## src/rtl/dram_refresh_pkg.sv

```systemverilog
package dram_refresh_pkg;
    typedef enum logic [2:0] {
        PH_PAUSE = 3'd0,
        PH_IDLE  = 3'd1,
        PH_LEAD  = 3'd2,
        PH_RASLO = 3'd3,
        PH_PRE   = 3'd4
    } ref_phase_e;
endpackage

```

## src/rtl/ref_slot_timer.sv

```systemverilog
module ref_slot_timer #(
    parameter int INTERVAL_CYC = 780
) (
    input  logic clk,
    input  logic rst_n,
    input  logic run,
    output logic slot
);
    localparam int TW = $clog2(INTERVAL_CYC + 1);

    logic [TW-1:0] cnt_d, cnt_q;

    always_comb begin
        cnt_d = cnt_q;
        slot  = 1'b0;
        if (!run) begin
            cnt_d = '0;
        end else if (cnt_q == TW'(INTERVAL_CYC - 1)) begin
            cnt_d = '0;
            slot  = 1'b1;
        end else begin
            cnt_d = cnt_q + 1'b1;
        end
    end

    always_ff @(posedge clk or negedge rst_n) begin
        if (!rst_n) cnt_q <= '0;
        else        cnt_q <= cnt_d;
    end
endmodule

```

## src/rtl/ref_owed_ctr.sv

```systemverilog
module ref_owed_ctr #(
    parameter int OWED_MAX = 4
) (
    input  logic clk,
    input  logic rst_n,
    input  logic inc,
    input  logic dec,
    output logic nz
);
    localparam int OW = $clog2(OWED_MAX + 1);

    logic [OW-1:0] cnt_d, cnt_q;

    always_comb begin
        cnt_d = cnt_q;
        if (inc && !dec) begin
            if (cnt_q != OW'(OWED_MAX)) cnt_d = cnt_q + 1'b1;
        end else if (dec && !inc) begin
            cnt_d = cnt_q - 1'b1;
        end
        nz = (cnt_q != '0);
    end

    always_ff @(posedge clk or negedge rst_n) begin
        if (!rst_n) cnt_q <= '0;
        else        cnt_q <= cnt_d;
    end


    owed_underflow_chk: assert property (@(posedge clk) disable iff (!rst_n)
        dec |-> (cnt_q != '0));
endmodule

```

## src/rtl/cbr_seq.sv

```systemverilog
module cbr_seq
    import dram_refresh_pkg::*;
#(
    parameter int PAUSE_CYC   = 10000,
    parameter int INIT_CYCLES = 8,
    parameter int T_CSR       = 1,
    parameter int T_RASL      = 3,
    parameter int T_RP        = 3
) (
    input  logic clk,
    input  logic rst_n,
    input  logic owed_nz,
    input  logic gnt,
    output logic ras_low,
    output logic cas_low,
    output logic own,
    output logic init_done,
    output logic ref_done
);
    localparam int M1     = (T_CSR > T_RASL) ? T_CSR : T_RASL;
    localparam int M2     = (M1 > T_RP) ? M1 : T_RP;
    localparam int MAXLEN = (PAUSE_CYC > M2) ? PAUSE_CYC : M2;
    localparam int CW     = $clog2(MAXLEN + 1);
    localparam int IW     = $clog2(INIT_CYCLES + 1);

    typedef struct packed {
        ref_phase_e     phase;
        logic [CW-1:0]  cnt;
        logic [IW-1:0]  init_left;
        logic           init_done;
    } seq_t;

    seq_t st_d, st_q;

    always_comb begin
        st_d     = st_q;
        ref_done = 1'b0;
        unique case (st_q.phase)
            PH_PAUSE: begin
                if (st_q.cnt == '0) begin
                    st_d.phase = PH_LEAD;
                    st_d.cnt   = CW'(T_CSR - 1);
                end else st_d.cnt = st_q.cnt - 1'b1;
            end
            PH_IDLE: begin
                if (owed_nz && gnt) begin
                    st_d.phase = PH_LEAD;
                    st_d.cnt   = CW'(T_CSR - 1);
                end
            end
            PH_LEAD: begin
                if (st_q.cnt == '0) begin
                    st_d.phase = PH_RASLO;
                    st_d.cnt   = CW'(T_RASL - 1);
                end else st_d.cnt = st_q.cnt - 1'b1;
            end
            PH_RASLO: begin
                if (st_q.cnt == '0) begin
                    st_d.phase = PH_PRE;
                    st_d.cnt   = CW'(T_RP - 1);
                end else st_d.cnt = st_q.cnt - 1'b1;
            end
            PH_PRE: begin
                if (st_q.cnt != '0) begin
                    st_d.cnt = st_q.cnt - 1'b1;
                end else if (st_q.init_done) begin
                    ref_done   = 1'b1;
                    st_d.phase = PH_IDLE;
                end else if (st_q.init_left == IW'(1)) begin
                    st_d.init_done = 1'b1;
                    st_d.phase     = PH_IDLE;
                end else begin
                    st_d.init_left = st_q.init_left - 1'b1;
                    st_d.phase     = PH_LEAD;
                    st_d.cnt       = CW'(T_CSR - 1);
                end
            end
            default: st_d.phase = PH_IDLE;
        endcase
    end

    always_ff @(posedge clk or negedge rst_n) begin
        if (!rst_n) begin
            st_q.phase     <= PH_PAUSE;
            st_q.cnt       <= CW'(PAUSE_CYC - 1);
            st_q.init_left <= IW'(INIT_CYCLES);
            st_q.init_done <= 1'b0;
        end else begin
            st_q <= st_d;
        end
    end

    assign cas_low   = (st_q.phase == PH_LEAD) || (st_q.phase == PH_RASLO);
    assign ras_low   = (st_q.phase == PH_RASLO);
    assign own       = cas_low || (st_q.phase == PH_PRE);
    assign init_done = st_q.init_done;


    cas_lead_chk: assert property (@(posedge clk) disable iff (!rst_n)
        $rose(ras_low) |-> $past(cas_low));

    cas_hold_chk: assert property (@(posedge clk) disable iff (!rst_n)
        ras_low |-> cas_low);

    prech_chk: assert property (@(posedge clk) disable iff (!rst_n)
        $fell(ras_low) |=> !ras_low);

    init_sticky_chk: assert property (@(posedge clk) disable iff (!rst_n)
        init_done |=> init_done);
endmodule

```

## src/rtl/dram_refresh_sched.sv

```systemverilog
module dram_refresh_sched #(
    parameter int NUM_BANKS    = 4,
    parameter int PAUSE_CYC    = 10000,
    parameter int INIT_CYCLES  = 8,
    parameter int INTERVAL_CYC = 780,
    parameter int OWED_MAX     = 4,
    parameter int T_CSR        = 1,
    parameter int T_RASL       = 3,
    parameter int T_RP         = 3
) (
    input  logic                 clk,
    input  logic                 rst_n,
    input  logic                 ref_gnt,
    output logic                 ref_req,
    output logic                 ref_own,
    output logic                 init_done,
    output logic [NUM_BANKS-1:0] ras_n,
    output logic [NUM_BANKS-1:0] cas_n,
    output logic                 we_n
);
    logic slot, owed_nz, ras_low, cas_low, ref_done;

    ref_slot_timer #(.INTERVAL_CYC(INTERVAL_CYC)) u_timer (
        .clk(clk), .rst_n(rst_n), .run(init_done), .slot(slot)
    );

    ref_owed_ctr #(.OWED_MAX(OWED_MAX)) u_owed (
        .clk(clk), .rst_n(rst_n), .inc(slot), .dec(ref_done), .nz(owed_nz)
    );

    cbr_seq #(
        .PAUSE_CYC(PAUSE_CYC), .INIT_CYCLES(INIT_CYCLES),
        .T_CSR(T_CSR), .T_RASL(T_RASL), .T_RP(T_RP)
    ) u_seq (
        .clk(clk), .rst_n(rst_n), .owed_nz(owed_nz), .gnt(ref_gnt),
        .ras_low(ras_low), .cas_low(cas_low), .own(ref_own),
        .init_done(init_done), .ref_done(ref_done)
    );

    for (genvar b = 0; b < NUM_BANKS; b++) begin : g_bank
        assign ras_n[b] = ~ras_low;
        assign cas_n[b] = ~cas_low;
    end

    assign we_n    = 1'b1;
    assign ref_req = init_done && (owed_nz || ref_own);


    no_req_pre_init_chk: assert property (@(posedge clk) disable iff (!rst_n)
        !init_done |-> !ref_req);

    own_needs_gnt_chk: assert property (@(posedge clk) disable iff (!rst_n)
        (init_done && $rose(ref_own)) |-> $past(ref_gnt));
endmodule

```

## config.mk

```make
export PLATFORM = sky130hd
export DESIGN_NAME = dram_refresh_sched
export DESIGN_NICKNAME = d
export VERILOG_FILES = /design/src/rtl/dram_refresh_pkg.sv /design/src/rtl/ref_slot_timer.sv /design/src/rtl/ref_owed_ctr.sv /design/src/rtl/cbr_seq.sv /design/src/rtl/dram_refresh_sched.sv
export SDC_FILE = /design/constraint.sdc
export NUM_CORES = 1
export LEC_CHECK = 0
export BUFFER_PORTS_ARGS = -buffer_cell sky130_fd_sc_hd__buf_4
export CORE_AREA = 2 2 74 76
export CTS_CLUSTER_SIZE = 20
export DETAILED_ROUTE_END_ITERATION = 12
export DIE_AREA = 0 0 76 78
export HOLD_SLACK_MARGIN = 0.12
export SYNTH_ARGS = -nofsm -noshare
export SYNTH_HDL_FRONTEND = slang
export SYNTH_HIERARCHICAL = 1
export SYNTH_SLANG_ARGS = --single-unit
```

## constraint.sdc

```tcl
create_clock -name clk -period 6.77 [get_ports clk]
set_clock_uncertainty 0.05 [all_clocks]
set_input_delay 0.3385 -clock clk [delete_from_list [all_inputs] [get_ports clk]]
set_output_delay 0.3385 -clock clk [all_outputs]
set_load 0.1 [all_outputs]
```

# After elaboration in Yosys (flattened, before gate mapping)
# Cells that the tools add are included.
word_totals:
  regBits: 35
  in_bits: 3
  out_inout_bits: 12
  word_cells: 77
classes:
  add_sub_neg: 5
  eq_ne: 15
  n_mux: 25
  n_bitwise: 5
  n_reduce_logical: 21
ops:
  columns: ["op", "n"]
  rows:
  - ["$pmux W14 S4", 1]
  - ["$mux W14", 3]
  - ["$mux W3", 8]
  - ["$mux W10", 2]
  - ["$mux W19", 1]
  - ["$mux W18", 1]
  - ["$mux W17", 1]
  - ["$pmux W3 S5", 1]
  - ["$logic_not A14 Y1", 1]
  - ["$reduce_bool A14 Y1", 1]
  - ["$sub A14 B1 Y14 const B", 1]
  - ["$add A10 B1 Y10 const B", 1]
  - ["$eq A10 B10 Y1 const B", 1]
  - ["$ne A2 B1 Y1 const B", 4]
  - ["$reduce_and A4 Y1", 2]
  - ["$eq A3 B2 Y1 const B", 2]
  - ["$mux W1", 6]
  - ["$ne A3 B3 Y1 const B", 2]
  - ["$not A1 Y1", 5]
  - ["$reduce_and A5 Y1", 1]
  - ["$eq A4 B1 Y1 const B", 1]
  - ["$logic_and A1 B1 Y1", 4]
  - ["$ne A2 B2 Y1 const B", 2]
  - ["$reduce_and A2 Y1", 2]
  - ["14 further kinds", 17]

# Longest topological paths before layout
depth:
  depth_word: 7
  mapped_depth: 13
  ltp_nobuf: 12

# Cells and area by module
# Netlist, hierarchy kept.
by_module_without_submodules:
  columns: ["module", "instances", "cells_per_inst", "area_each_um2", "seq_area_each_um2"]
  rows:
  - ["cbr_seq", 1, 145, 1378.8, 561.8]
  - ["ref_slot_timer", 1, 50, 509.2, 250.2]
  - ["ref_owed_ctr", 1, 29, 262.8, 75.1]
  - ["dram_refresh_sched", 1, 11, 71.3, 0.0]

# Worst setup path before layout
# OpenSTA, ideal clock, no wires.
synth_timing:
  path_type: "register to output"
  from: "register u_seq/st_q[19] (netlist bit)"
  to: "output port ref_req"
  arrival_ns: 2.508
  required_time_ns: 6.381
  path_slack_ns: 3.873
  stages_incl_launch_ff: 6
  path_buffers: 1
  cell_sequence: "dfrtp_1 buf_2 nor2_1 nand2_1 nand2b_1 o21a_1"
synth_between:
  elab_chain_len: 5
  word_cells_on_any_way: 7
  classes_between: "eq/ne: 3; reduce/logical: 4"
synth_rtl:
  columns: ["element", "line_no", "rtl"]
  rows:
  - ["start: declaration", "cbr_seq.sv:33", "seq_t st_d, st_q;"]
  - ["start signal: assignment", "cbr_seq.sv:89", "st_q <= st_d;"]
  - ["$eq A3 B2 Y1", "cbr_seq.sv:93", "assign cas_low = (st_q.phase == PH_LEAD) || (st_q.phase == PH_RASLO);"]
  - ["$logic_or A1 B1 Y1", "cbr_seq.sv:93", null]
  - ["$logic_or A1 B1 Y1 (*)", "cbr_seq.sv:95", "assign own = cas_low || (st_q.phase == PH_PRE);"]
  - ["net ref_own", "dram_refresh_sched.sv:15", "output logic ref_own,"]
  - ["$logic_or A1 B1 Y1 (*)", "dram_refresh_sched.sv:46", "assign ref_req = init_done && (owed_nz || ref_own);"]
  - ["$logic_and A1 B1 Y1 (*)", "dram_refresh_sched.sv:46", null]
  - ["end: declaration", "dram_refresh_sched.sv:14", "output logic ref_req,"]
# The timed path passes the listed nets; every way through them passes the cells marked *.

# Worst setup path in the final report
layout_timing:
  from: "register u_seq/st_q[5] (netlist bit)"
  to: "register u_owed.cnt_q[2]"
layout_between:
  elab_chain_len: 7
  word_cells_on_any_way: 10
  classes_between: "eq/ne: 1; mux: 3; reduce/logical: 6"
layout_rtl:
  columns: ["element", "line_no", "rtl"]
  rows:
  - ["$reduce_bool A14 Y1 (*)", "cbr_seq.sv:64", "if (st_q.cnt != '0) begin"]
  - ["$mux W1 (*)", "cbr_seq.sv:64", null]
  - ["$mux W1 (*)", "cbr_seq.sv:38", "unique case (st_q.phase)"]
  - ["net ref_done", "dram_refresh_sched.sv:21", "logic slot, owed_nz, ras_low, cas_low, ref_done;"]
  - ["$logic_not A1 Y1", "ref_owed_ctr.sv:16", "if (inc && !dec) begin"]
  - ["$logic_and A1 B1 Y1", "ref_owed_ctr.sv:16", null]
  - ["$ne A2 B2 Y1 (no source line) or $reduce_bool A2 Y1 (tied branches)", null, null]
  - ["$reduce_and A2 Y1 (no source line)", null, null]
  - ["end signal: assignment", "ref_owed_ctr.sv:26", "else cnt_q <= cnt_d;"]
  - ["end: declaration", "ref_owed_ctr.sv:12", "logic [OW-1:0] cnt_d, cnt_q;"]
# Marked as above.
# A chain may end at the register's enable or synchronous reset.

==> flow_metrics.tcl <==
set metrics [dict create \
    timing.fmax_ghz 0.3366 \
    leakage_nw 0.9982 \
    antennaDiodeCount 0 \
    portBuffers 13 \
    cts_max_level 2 \
    clockPowerShare_pct 42.0 \
    routedWlPerCell_um 13.26 \
    synth_xor_area_share_pct 3.153 \
    cts_resized 0 \
    critPathMaxFanout 15 \
    irDropWorstVdd_v 0.0001289 \
    grt.overflow.total 0 \
    slew_headroom_pct 24.93 \
    netSwitchingFraction_pct 21.86 \
    grt_antenna_before_repair 0 \
    dpl.hpwl_um 2932 \
    rrSetupSlack_ns 3.80 \
    core.rowCount 26 \
    nets 251 \
    syn_area_per_cell_um2 9.456 \
    multiInputGateArea_um2 1171 \
    area_delta_synth_final_pct 8.221 \
    synth_flop_cell "dfrtp_1" \
    io_pins 15 \
    crit_type "reg2reg" \
    maxCapViolations 0 \
    yosys_warnings 6 \
    synth_nets 244 \
    grt_usage_pct 15.90 \
    ys_seq_area_share_pct 39.92 \
    core_area_um2 5042 \
    start_util_pct 44.07 \
    seqCellArea_um2 887.1 \
    synth_top_family_by_area "simple AND/OR/NAND/NOR gates" \
    synth_compound_area_share_pct 17.91 \
    whs_ns 0.4209 \
    synth_edf_count 0 \
    min_path_type "in2reg" \
    synth_simple_gate_area_share_pct 26.18 \
    die-area_um2 5928 \
    max-clock-path-buffers 2 \
    syn_area_um2 2222 \
    final_hold_viol_count 0 \
    synth_seq_cells 35 \
    fin_setup_tns_ns 0 \
    cts_made_buffers 5 \
    die_x_um 76 \
    final-max-slew-violation-count 0 \
    viasPerCell 5.351 \
    clock-sinks 35 \
    clock_latency_ns 0.29 \
    p_sw_w 0.00008183 \
    min_period_ns 2.971 \
    seq_power_share_pct 55.9 \
    p_int_w 0.0002925 \
    power_density_nw_per_um2 155.7 \
    gp_congestion 0.7928 \
    fillCellCount 499 \
    status "finished clean" \
    remaining_drc_errors 0 \
    setup_viol 0 \
    netlist_instances 235 \
    critPathCaptureType "flop" \
    tightest_slew_ns 1.126 \
    initialDrtViolationCount 81 \
    synth.area.mux_share_pct 1.577 \
    cts_tree "done" \
    arrival_ns 3.12 \
    cp_data_required_time_ns 6.92 \
    synth.distinct_cells 57 \
    cts_root_buf "clkbuf_8" \
    grt_pass1_wl_um 7631 \
    fin_total_pwr_w 0.0003743 \
    synth_fa_ha_area_share_pct 3.716 \
    rsz0062_at_grt "no" \
    async_flop_share_pct 100.0 \
    ant_nets 0 \
    cp-start-kind "flop" \
    die_h_um 78 \
    layout-drive-gt1-share_pct 20.16 \
    vias 1675 \
    path_clk_slew_ns 0.07 \
    grt_max_degree 36 \
    drt-total-wl_um 4149 \
    first_pass_iters 6 \
    grt_pass1_vias 1673 \
    period_share_pct 43.88 \
    combPwrFrac_pct 2.1 \
]
[routing by layer]
layer  global-route usage, %  wire, µm  share of wire [%]  vias up
li1                        -         -                  -      850
met2                   25.89      1984                 48        8
met1                   20.75      2018                 49      812
met4                   4.545        43                1.0        0
met5                       0         0                  0        -
met3                   4.535       103                2.5        5
[power by group through the flow]
stage	Combinational, W	Sequential [W]	Clock (W)
2_1_floorplan	0.00000286	0.000213	0
3_3_place_gp	0.00000764	0.000213	0
3_5_place_dp	0.00000767	0.000213	0
4_1_cts	0.00000814	0.000209	0.000163
5_1_grt	0.00000888	0.000209	0.000175
6_report	0.00000770	0.000209	0.000157
[flip-flops by register name, summed over array words and instances (netlist names)]
register	cells
u_seq/init_done	1
u_owed/cnt_q	3
u_timer/cnt_q	10
u_seq/st_q	21
[synth_stat cells (2+ instances only)]
cell	count	area share [%]
buf_4	8	2.7
clkbuf_1	2	0.34
nand3_1	9	2.0
dfstp_2	9	11
buf_6	3	1.5
xnor2_1	4	1.6
nor2b_1	2	0.56
a21o_1	2	0.68
buf_2	2	0.45
nor3_1	3	0.68
nand4b_1	2	0.79
and2_1	2	0.56
nand3b_1	2	0.68
o22ai_1	3	0.84
nor4_1	2	0.56
ha_1	5	2.8
nand4_1	2	0.56
or4_1	3	1.0
nor2_1	18	3.0
dfrtp_1	26	29
nand2_1	16	2.7
xor2_1	4	1.6
or2_2	2	0.56
mux2i_1	2	0.90
o21ai_0	14	3.2
nor4_4	2	1.9
o31ai_4	2	1.9
o31ai_1	5	1.7
a21oi_1	22	5.0
or3_1	12	3.4
inv_1	14	2.4
o21ai_1	4	0.90
nand2b_1	3	0.84
[per-stage QoR]
| step | instances | instance area (µm²) | worst slack, ns | util, % |
|---|---|---|---|---|
| detailed placement | 304 | 2303 | 3.808 | 45.68 |
| global placement | 304 | 2303 | 3.899 | 45.68 |
| global route | 313 | 2405 | 3.544 | 47.69 |
| CTS | 313 | 2405 | 3.798 | 47.69 |
| finish | 313 | 2405 | 3.799 | 47.69 |
| floorplan | 235 | 2222 | 3.873 | - |
[cell families (layout without fill, tap and decap cells)]
logic type	Yosys count	after routing
AO/OA/AOI/OAI	61	61
XOR/XNOR	8	8
multiplexers	3	3
other	1	1
AND/OR/NAND/NOR	92	92
flip-flops	35	35
buffers and inverters	29	37
adder cells (fa/ha/maj)	6	6
[cells in the final DEF, fill, tap and decap left out, types with 3 or more instances in the layout]
master and count:
dfrtp_1 26, a21oi_1 22, nor2_1 18, nand2_1 16
inv_1 14, buf_4 14, o21ai_0 14, or3_1 12
nand3_1 9, dfstp_2 9, clkbuf_8 6, o31ai_1 5
ha_1 5, xor2_1 4, xnor2_1 4, o21ai_1 4
nand2b_1 3, o22ai_1 3, nor3_1 3, or4_1 3
[area by class of cell]
type	count	area share, %
timing repair buffer	15	4.787
clock inverter	1	0.2081
sequential	35	36.89
tap	70	3.642
clock buffer	7	3.590
multi-input combinational	171	48.70
inverter	14	2.185
[what timing repair did]
action | CTS | global route
endpoints found under the hold margin | 26 | 0
setup buffers | 0 | 0
hold buffers | 1 | 0
[path summary, 6_finish.rpt]
kind,cells after the start,to,from
setup / recovery,12,u_owed/cnt_q[2]$_DFFE_PN0P_,u_seq/st_q[5]$_DFFE_PN1P_
hold / removal,4,u_seq/st_q[20]$_DFFE_PN0P_,ref_gnt
setup reg to reg,12,u_owed/cnt_q[2]$_DFFE_PN0P_,u_seq/st_q[5]$_DFFE_PN1P_
hold reg to reg,1,u_seq/st_q[4]$_DFFE_PN1P_,u_seq/st_q[4]$_DFFE_PN1P_
max in group asynchronous,2,u_seq/st_q[5]$_DFFE_PN1P_,rst_n
min in group asynchronous,2,u_seq/st_q[16]$_DFFE_PN0P_,rst_n
[critical path, stage by stage (launching register included)]
cell and delay [ns]:
dfstp_2 0.39, inv_1 0.07, ha_1 0.14, nor4b_2 0.28, nand4b_4 0.29, nor2_1 0.31
and2_1 0.40, inv_1 0.11, nand2_1 0.10, fa_1 0.24, nor2_2 0.04, mux2_4 0.25
a221oi_2 0.21
Power figures use the tool's default switching activity.
